## src/rtl/irq_router_pkg.sv

```systemverilog
package irq_router_pkg;
    typedef enum logic [1:0] {
        ST_IDLE   = 2'd0,
        ST_POSTED = 2'd1,
        ST_STALE  = 2'd2
    } offer_st_t;

    localparam logic [7:0] ILLEGAL_VEC  = 8'd11;
    localparam int         FIELD_STRIDE = 4;

    localparam logic [2:0] A_FLAG = 3'd0;
    localparam logic [2:0] A_IEN  = 3'd1;
    localparam logic [2:0] A_DRTE = 3'd2;
    localparam logic [2:0] A_DARM = 3'd3;
    localparam logic [2:0] A_PRIO = 3'd4;
    localparam logic [2:0] A_MODE = 3'd5;
endpackage

```

## src/rtl/irq_src_bank.sv

```systemverilog
module irq_src_bank
    import irq_router_pkg::*;
#(
    parameter int NSRC = 8,
    parameter int NGRP = 4,
    parameter int LVLW = 3,
    parameter int DW   = 32
) (
    input  logic                       clk,
    input  logic                       rst_n,
    input  logic                       bus_wr,
    input  logic [2:0]                 bus_addr,
    input  logic [DW-1:0]              bus_wdata,
    input  logic [NSRC-1:0]            src_evt,
    input  logic [NSRC-1:0]            dma_done,
    input  logic [NSRC-1:0]            dma_done_irq,
    output logic [NSRC-1:0]            flags,
    output logic [NSRC-1:0]            ien,
    output logic [NSRC-1:0]            drte,
    output logic [NSRC-1:0]            darm,
    output logic [NGRP-1:0][LVLW-1:0]  prio,
    output logic                       mode_rw,
    output logic [NSRC-1:0]            dma_start
);
    logic [NSRC-1:0] evt_prev, evt_edge, armed, hw_set, wsrc;
    logic [NSRC-1:0] flags_nx, ien_nx, drte_nx, darm_nx;
    logic [NGRP-1:0][LVLW-1:0] prio_nx;
    logic mode_nx;

    assign wsrc     = bus_wdata[NSRC-1:0];
    assign evt_edge = src_evt & ~evt_prev;
    assign armed    = drte & darm;
    assign hw_set   = (evt_edge & ~armed) | (dma_done & dma_done_irq);

    always_comb begin
        flags_nx = flags;
        ien_nx   = ien;
        drte_nx  = drte;
        darm_nx  = darm;
        prio_nx  = prio;
        mode_nx  = mode_rw;
        if (bus_wr) begin
            unique case (bus_addr)
                A_FLAG: flags_nx = mode_rw ? wsrc : (flags & ~wsrc);
                A_IEN:  ien_nx   = wsrc;
                A_DRTE: drte_nx  = mode_rw ? wsrc : (drte | wsrc);
                A_DARM: darm_nx  = mode_rw ? wsrc : (darm | wsrc);
                A_PRIO: begin
                    for (int g = 0; g < NGRP; g++)
                        prio_nx[g] = bus_wdata[g*FIELD_STRIDE +: LVLW];
                end
                A_MODE: mode_nx = bus_wdata[0];
                default: ;
            endcase
        end
        flags_nx = flags_nx | hw_set;
    end

    always_ff @(posedge clk) begin
        if (!rst_n) begin
            evt_prev  <= '0;
            flags     <= '0;
            ien       <= '0;
            drte      <= '0;
            darm      <= '0;
            prio      <= '0;
            mode_rw   <= 1'b0;
            dma_start <= '0;
        end else begin
            evt_prev  <= src_evt;
            flags     <= flags_nx;
            ien       <= ien_nx;
            drte      <= drte_nx;
            darm      <= darm_nx;
            prio      <= prio_nx;
            mode_rw   <= mode_nx;
            dma_start <= evt_edge & armed;
        end
    end

    // a hardware set survives a concurrent software clear
    a_r5_set_sticks: assert property (@(posedge clk) disable iff (!rst_n)
        (hw_set != '0) |=> ((flags & $past(hw_set)) == $past(hw_set)));

    // a DMA start only fires for a routed and armed source
    a_r9_start_armed: assert property (@(posedge clk) disable iff (!rst_n)
        (dma_start != '0) |-> (($past(drte & darm) & dma_start) == dma_start));
endmodule

```

## src/rtl/irq_arbiter.sv

```systemverilog
module irq_arbiter #(
    parameter int NSRC = 8,
    parameter int NGRP = 4,
    parameter int LVLW = 3,
    localparam int IW  = $clog2(NSRC),
    localparam int GSZ = NSRC / NGRP
) (
    input  logic [NSRC-1:0]           flags,
    input  logic [NSRC-1:0]           ien,
    input  logic [NGRP-1:0][LVLW-1:0] prio,
    output logic                      win_valid,
    output logic [IW-1:0]             win_idx,
    output logic [LVLW-1:0]           win_lvl
);
    logic [NSRC-1:0][LVLW-1:0] src_lvl;

    for (genvar i = 0; i < NSRC; i++) begin : g_lvl
        assign src_lvl[i] = prio[i / GSZ];
    end

    always_comb begin
        win_valid = 1'b0;
        win_idx   = '0;
        win_lvl   = '0;
        for (int i = 0; i < NSRC; i++) begin
            if (flags[i] && ien[i] && (src_lvl[i] > win_lvl)) begin
                win_valid = 1'b1;
                win_idx   = IW'(i);
                win_lvl   = src_lvl[i];
            end
        end
    end
endmodule

```

## src/rtl/irq_cpu_offer.sv

```systemverilog
module irq_cpu_offer
    import irq_router_pkg::*;
#(
    parameter int NSRC          = 8,
    parameter int LVLW          = 3,
    parameter logic [7:0] VEC_BASE = 8'd16,
    localparam int IW           = $clog2(NSRC)
) (
    input  logic            clk,
    input  logic            rst_n,
    input  logic            win_valid,
    input  logic [IW-1:0]   win_idx,
    input  logic [LVLW-1:0] win_lvl,
    input  logic [NSRC-1:0] flags,
    input  logic [NSRC-1:0] ien,
    input  logic [3:0]      cpu_level,
    input  logic            irq_ack,
    output logic            irq_req,
    output logic [7:0]      irq_vec,
    output logic [3:0]      irq_lvl
);
    offer_st_t       st, st_nx;
    logic [IW-1:0]   cap_idx;
    logic [LVLW-1:0] cap_lvl;
    logic            take, still_live;

    assign take       = win_valid && (4'(win_lvl) > cpu_level);
    assign still_live = flags[cap_idx] && ien[cap_idx];

    always_comb begin
        st_nx = st;
        unique case (st)
            ST_IDLE:   if (take) st_nx = ST_POSTED;
            ST_POSTED: if (irq_ack) st_nx = ST_IDLE;
                       else if (!still_live) st_nx = ST_STALE;
            ST_STALE:  if (irq_ack) st_nx = ST_IDLE;
            default:   st_nx = ST_IDLE;
        endcase
    end

    always_ff @(posedge clk) begin
        if (!rst_n) begin
            st      <= ST_IDLE;
            cap_idx <= '0;
            cap_lvl <= '0;
        end else begin
            st <= st_nx;
            if (st == ST_IDLE && take) begin
                cap_idx <= win_idx;
                cap_lvl <= win_lvl;
            end
        end
    end

    always_comb begin
        irq_req = 1'b0;
        irq_vec = '0;
        irq_lvl = '0;
        unique case (st)
            ST_IDLE: ;
            ST_POSTED: begin
                irq_req = 1'b1;
                irq_vec = VEC_BASE + 8'(cap_idx);
                irq_lvl = 4'(cap_lvl);
            end
            ST_STALE: begin
                irq_req = 1'b1;
                irq_vec = ILLEGAL_VEC;
                irq_lvl = 4'(cap_lvl);
            end
            default: ;
        endcase
    end

    // request held until acknowledged
    a_r8_req_held: assert property (@(posedge clk) disable iff (!rst_n)
        (irq_req && !irq_ack) |=> irq_req);

    // vector held, or replaced only by the illegal vector
    a_r8_vec_held: assert property (@(posedge clk) disable iff (!rst_n)
        (irq_req && !irq_ack) |=> (irq_vec == $past(irq_vec) || irq_vec == ILLEGAL_VEC));

    // a new request is above the CPU level seen at capture
    a_r6_above_cpu: assert property (@(posedge clk) disable iff (!rst_n)
        $rose(irq_req) |-> (irq_lvl > $past(cpu_level)));

    // level 0 never offered
    a_r6_lvl_nonzero: assert property (@(posedge clk) disable iff (!rst_n)
        irq_req |-> (irq_lvl != 4'd0));
endmodule

```

## src/rtl/irq_router.sv

```systemverilog
module irq_router
    import irq_router_pkg::*;
#(
    parameter int NSRC             = 8,
    parameter int NGRP             = 4,
    parameter int LVLW             = 3,
    parameter int DW               = 32,
    parameter logic [7:0] VEC_BASE = 8'd16,
    localparam int IW              = $clog2(NSRC)
) (
    input  logic            clk,
    input  logic            rst_n,
    input  logic            bus_wr,
    input  logic [2:0]      bus_addr,
    input  logic [DW-1:0]   bus_wdata,
    output logic [DW-1:0]   rd_data,
    input  logic [NSRC-1:0] src_evt,
    input  logic [NSRC-1:0] dma_done,
    input  logic [NSRC-1:0] dma_done_irq,
    output logic [NSRC-1:0] dma_start,
    input  logic [3:0]      cpu_level,
    input  logic            irq_ack,
    output logic            irq_req,
    output logic [7:0]      irq_vec,
    output logic [3:0]      irq_lvl
);
    logic [NSRC-1:0] flags, ien, drte, darm;
    logic [NGRP-1:0][LVLW-1:0] prio;
    logic mode_rw, win_valid;
    logic [IW-1:0] win_idx;
    logic [LVLW-1:0] win_lvl;

    irq_src_bank #(.NSRC(NSRC), .NGRP(NGRP), .LVLW(LVLW), .DW(DW)) u_bank (
        .clk(clk), .rst_n(rst_n), .bus_wr(bus_wr), .bus_addr(bus_addr),
        .bus_wdata(bus_wdata), .src_evt(src_evt), .dma_done(dma_done),
        .dma_done_irq(dma_done_irq), .flags(flags), .ien(ien), .drte(drte),
        .darm(darm), .prio(prio), .mode_rw(mode_rw), .dma_start(dma_start)
    );

    irq_arbiter #(.NSRC(NSRC), .NGRP(NGRP), .LVLW(LVLW)) u_arb (
        .flags(flags), .ien(ien), .prio(prio),
        .win_valid(win_valid), .win_idx(win_idx), .win_lvl(win_lvl)
    );

    irq_cpu_offer #(.NSRC(NSRC), .LVLW(LVLW), .VEC_BASE(VEC_BASE)) u_offer (
        .clk(clk), .rst_n(rst_n), .win_valid(win_valid), .win_idx(win_idx),
        .win_lvl(win_lvl), .flags(flags), .ien(ien), .cpu_level(cpu_level),
        .irq_ack(irq_ack), .irq_req(irq_req), .irq_vec(irq_vec), .irq_lvl(irq_lvl)
    );

    always_comb begin
        rd_data = '0;
        unique case (bus_addr)
            A_FLAG: rd_data[NSRC-1:0] = flags;
            A_IEN:  rd_data[NSRC-1:0] = ien;
            A_DRTE: rd_data[NSRC-1:0] = drte;
            A_DARM: rd_data[NSRC-1:0] = darm;
            A_PRIO: begin
                for (int g = 0; g < NGRP; g++)
                    rd_data[g*FIELD_STRIDE +: LVLW] = prio[g];
            end
            A_MODE: rd_data[0] = mode_rw;
            default: ;
        endcase
    end
endmodule

```

## config.mk

```make
export PLATFORM = sky130hd
export DESIGN_NAME = irq_router
export DESIGN_NICKNAME = d
export VERILOG_FILES = /design/src/rtl/irq_router_pkg.sv /design/src/rtl/irq_src_bank.sv /design/src/rtl/irq_arbiter.sv /design/src/rtl/irq_cpu_offer.sv /design/src/rtl/irq_router.sv
export SDC_FILE = /design/constraint.sdc
export NUM_CORES = 1
export LEC_CHECK = 0
export BUFFER_PORTS_ARGS = -buffer_cell sky130_fd_sc_hd__buf_2
export CELL_PAD_IN_SITES_DETAIL_PLACEMENT = 0
export CELL_PAD_IN_SITES_GLOBAL_PLACEMENT = 1
export CORE_MARGIN = 4
export CORE_UTILIZATION = 42
export CTS_CLUSTER_DIAMETER = 80
export DETAILED_ROUTE_END_ITERATION = 8
export PLACE_DENSITY = 0.86
export SETUP_SLACK_MARGIN = 0.15
export SYNTH_ARGS = -nofsm -noshare
export SYNTH_HDL_FRONTEND = slang
export SYNTH_SLANG_ARGS = --single-unit
```

## constraint.sdc

```tcl
create_clock -name clk -period 16.69 [get_ports clk]
set_input_delay 0.8345 -clock clk [delete_from_list [all_inputs] [get_ports clk]]
set_output_delay 0.8345 -clock clk [all_outputs]
set_load 0.005 [all_outputs]
```

==> flow_metrics.py <==
metrics = {
    "synthesis": {
        "ys_ff_latch": 69,
        "yosysTopAreaCell": "dfxtp_1",
        "synth-async-reset-ratio_pct": 0,
        "synth_cell_types": 83,
        "ys.flop_type": "dfxtp_1",
        "synth-edff-count": 0,
        "avgSynthCellArea_um2": 8.25,
        "synth_top_area_share_pct": 30.8,
        "syn_area_mm2": 0.00449,
        "ys_seq_area_share_pct": 30.8,
        "yosysMostFrequentCell": "nand2_1",
        "synth_common_cells": "nand2_1, dfxtp_1, nor2_1",
        "netlist_instances": 544,
        "synth_area_leaders": "dfxtp_1, nand2_1, nor2_1",
        "ys.warnings.count": 0,
    },
    "die": {
        "die_x_um": 111,
        "core_mm2": 0.0104,
        "die_area_mm2": 0.0124,
        "rows": 37,
        "ios": 120,
        "start_util_pct": 43.3,
        "die-height_um": 111,
    },
    "detailed_routing": {
        "vias": 4196,
        "ant_nets": 0,
        "avgRoutedWirePerCell_um": 16.4,
        "dr.pass1.iters": 5,
        "viasPerCell": 5.58,
        "drtIter0Drc": 236,
        "route.detailed.drc": 0,
        "drt-total-wl_um": 12300,
    },
    "setup_path": {
        "critPathKind": "flip-flop to flip-flop",
        "cp-end-kind": "flip-flop",
        "max_stage_delay_ns": 0.46,
        "r2r-end": "u_offer.cap_lvl[2]$_SDFFE_PN0P_",
        "path_delay_family": "compound AO/OA/AOI/OAI gates",
        "r2r_cells": 45,
        "critPathSlowestCell": "a221o_2",
        "cp_max_fo": 10,
        "crit_cells": 45,
        "crit_buf_inv": 1,
        "critPathArrivalTime_ns": 10.87,
        "ff2ff_setup_slack_ns": 6.06,
        "crit_required_ns": 16.93,
        "cp-start-kind": "flip-flop",
        "r2r-start": "u_bank.flags[1]$_SDFF_PN0_",
        "path_common_cell": "ha_1",
    },
    "grt": {
        "grt_antenna_before_repair": 0,
        "track_usage_pct": 19.6,
        "grt_max_degree": 51,
        "gr-total-overflow": 0,
        "grt_pass1_wl_um": 20200,
        "first_global_vias": 4083,
    },
    "timing": {
        "rsz0062_at_grt": "false",
        "hold_violations": 0,
        "finalMaxSlewViolations": 0,
        "setup_viol": 0,
        "fin_setup_tns_ns": 0,
        "timing.hold.ws_ns": 0.423,
        "tightest_slew_ns": 0.911,
        "fin_crit_ns": 10.63,
        "worst_slack_ns": 6.06,
        "max-slew-margin-rel_pct": 39.2,
        "clock_skew_ns": 0.00672,
        "fin_crit_sh_pct": 63.7,
        "fmax_mhz": 94.1,
    },
    "cts": {
        "htreeDepth": 3,
        "cts_hold_buffers": 0,
        "cts_buffers": 9,
        "clock_latency_ns": 0.34,
        "postCtsSetupRepairBufs": 0,
        "cts_resized": 0,
        "root_buffer": "clkbuf_8",
        "clkTransAtPathRegs_ns": 0.08,
        "clock_path_buffers": 2,
        "clock-sinks": 69,
        "cts_tree": "built",
    },
    "worst_hold_path": {
        "worst_hold_startpoint": "u_bank.evt_prev[0]$_SDFF_PN0_",
        "min_path_type": "flip-flop to flip-flop",
        "min_to": "u_bank.dma_start[0]$_SDFF_PN0_",
        "holdPathStages": 1,
    },
    "cells_and_area": {
        "areaGrowthSynthToFinish_pct": 13.5,
        "layout-drive-gt1-share_pct": 21.6,
        "diodes": 0,
        "final_nets": 693,
    },
    "power_and_ir_drop": {
        "peakVddDrop_mv": 0.0441,
        "p_leak_nw": 2.09,
        "power_w": 0.000368,
        "p_per_area_mw_per_mm2": 72.3,
    },
    "status": {
        "status": "finished, final reports clean",
    },
    "placement": {
        "port_buffers": 79,
        "gp_congestion": 0.882,
        "dp_slack_ns": 6.13,
        "hpwlAfterDp_um": 8940,
    },
    "job": {
        "maxCapViolations": 0,
    },
}
==> registers in the layout, indices dropped and copies added (netlist names) <==
register,cells
u_bank.ien,8
u_bank.prio,12
u_bank.darm,8
u_bank.drte,8
u_offer.st,2
u_bank.evt_prev,8
u_offer.cap_lvl,3
u_bank.flags,8
u_bank.dma_start,8
u_offer.cap_idx,3
u_bank.mode_rw,1
==> worst reg2reg max path, delay by kind of cell (launching register included) <==
family | cells | cell delay (ns)
AO/OA/AOI/OAI | 21 | 5.18
AND/OR/NAND/NOR | 13 | 2.06
adder cells (fa/ha/maj) | 7 | 1.87
multiplexers | 3 | 0.95
flip-flops | 1 | 0.41
buffers and inverters | 1 | 0.05
==> cells by family after synthesis <==
| family | count (synthesis) | synth area share (%) |
|---|---|---|
| adders and majority gates | 16 | 4.41 |
| muxes | 30 | 8.06 |
| and+or+nand+nor | 211 | 23.0 |
| buffers and inverters | 63 | 7.58 |
| AOI/OAI and AO/OA | 152 | 25.7 |
| xor gates and xnor gates | 2 | 0.390 |
| DFF | 69 | 30.8 |
| other | 1 | 0.0836 |
==> area by class of cell <==
class / count / area, um^2
Inverter: 17 / 63.8
Tap cell: 136 / 170
Fill cell: 1062 / 5280
Multi-Input combinational cell: 433 / 2840
Clock inverter: 6 / 95.1
Sequential cell: 69 / 1380
Clock buffer: 10 / 128
Timing Repair Buffer: 81 / 410
==> how the worst max path moves through the flow <==
stage | slack (ns) | end | from
final | 6.06 | u_offer.cap_lvl[2]$_SDFFE_PN0P_ | u_bank.flags[1]$_SDFF_PN0_
after global routing | 5.14 | u_offer.cap_idx[1]$_SDFFE_PN0P_ | u_bank.flags[1]$_SDFF_PN0_
after CTS | 6.08 | u_offer.cap_idx[0]$_SDFFE_PN0P_ | u_bank.flags[1]$_SDFF_PN0_
after detailed placement | 6.13 | u_offer.cap_lvl[2]$_SDFFE_PN0P_ | u_bank.flags[1]$_SDFF_PN0_
after global placement | 6.30 | u_offer.cap_idx[0]$_SDFFE_PN0P_ | u_bank.flags[1]$_SDFF_PN0_
after floorplan | 7.25 | u_offer.cap_lvl[2]$_SDFFE_PN0P_ | u_bank.flags[1]$_SDFF_PN0_
==> per-stage QoR <==
stage                     cells  cell area [um^2]  utilization [%]
after global routing        752              5090             49.1
final                       752              5090             49.1
after CTS                   752              5090             49.1
after global placement      736              4870             47.0
after detailed placement    736              4870             47.0
after floorplan             565              4570                -
==> where the power goes <==
group	switching (W)	total (W)	internal [W]	leakage, nW
sequential	0.00000579	0.000175	0.000169	0.562
clock	0.0000708	0.000156	0.0000856	0.111
combinational	0.0000210	0.0000370	0.0000160	1.42
==> per-layer routing <==
layer  share of wire (%)  GRT usage, %  up-vias
met4                 1.3          5.92        0
met2                  48          32.3      140
li1                    -             -     2042
met3                 5.9          3.48       16
met5                   0             0        -
met1                  45          26.2     1998
==> placed cells by master, fill, tap and decap left out, types with 7 or more instances in the layout <==
cell type  count
ha_1          15
nor2b_1       17
nor2_1        62
conb_1        22
nor3b_1       10
o21ai_0       27
a21oi_1       41
and2_1        24
inv_1         15
a22oi_1       18
dfxtp_1       69
mux2i_1       20
nand2_1       70
buf_2         79
a222oi_1       8
clkbuf_8       9
nand3_1        7
Power figures use the tool's default switching activity.
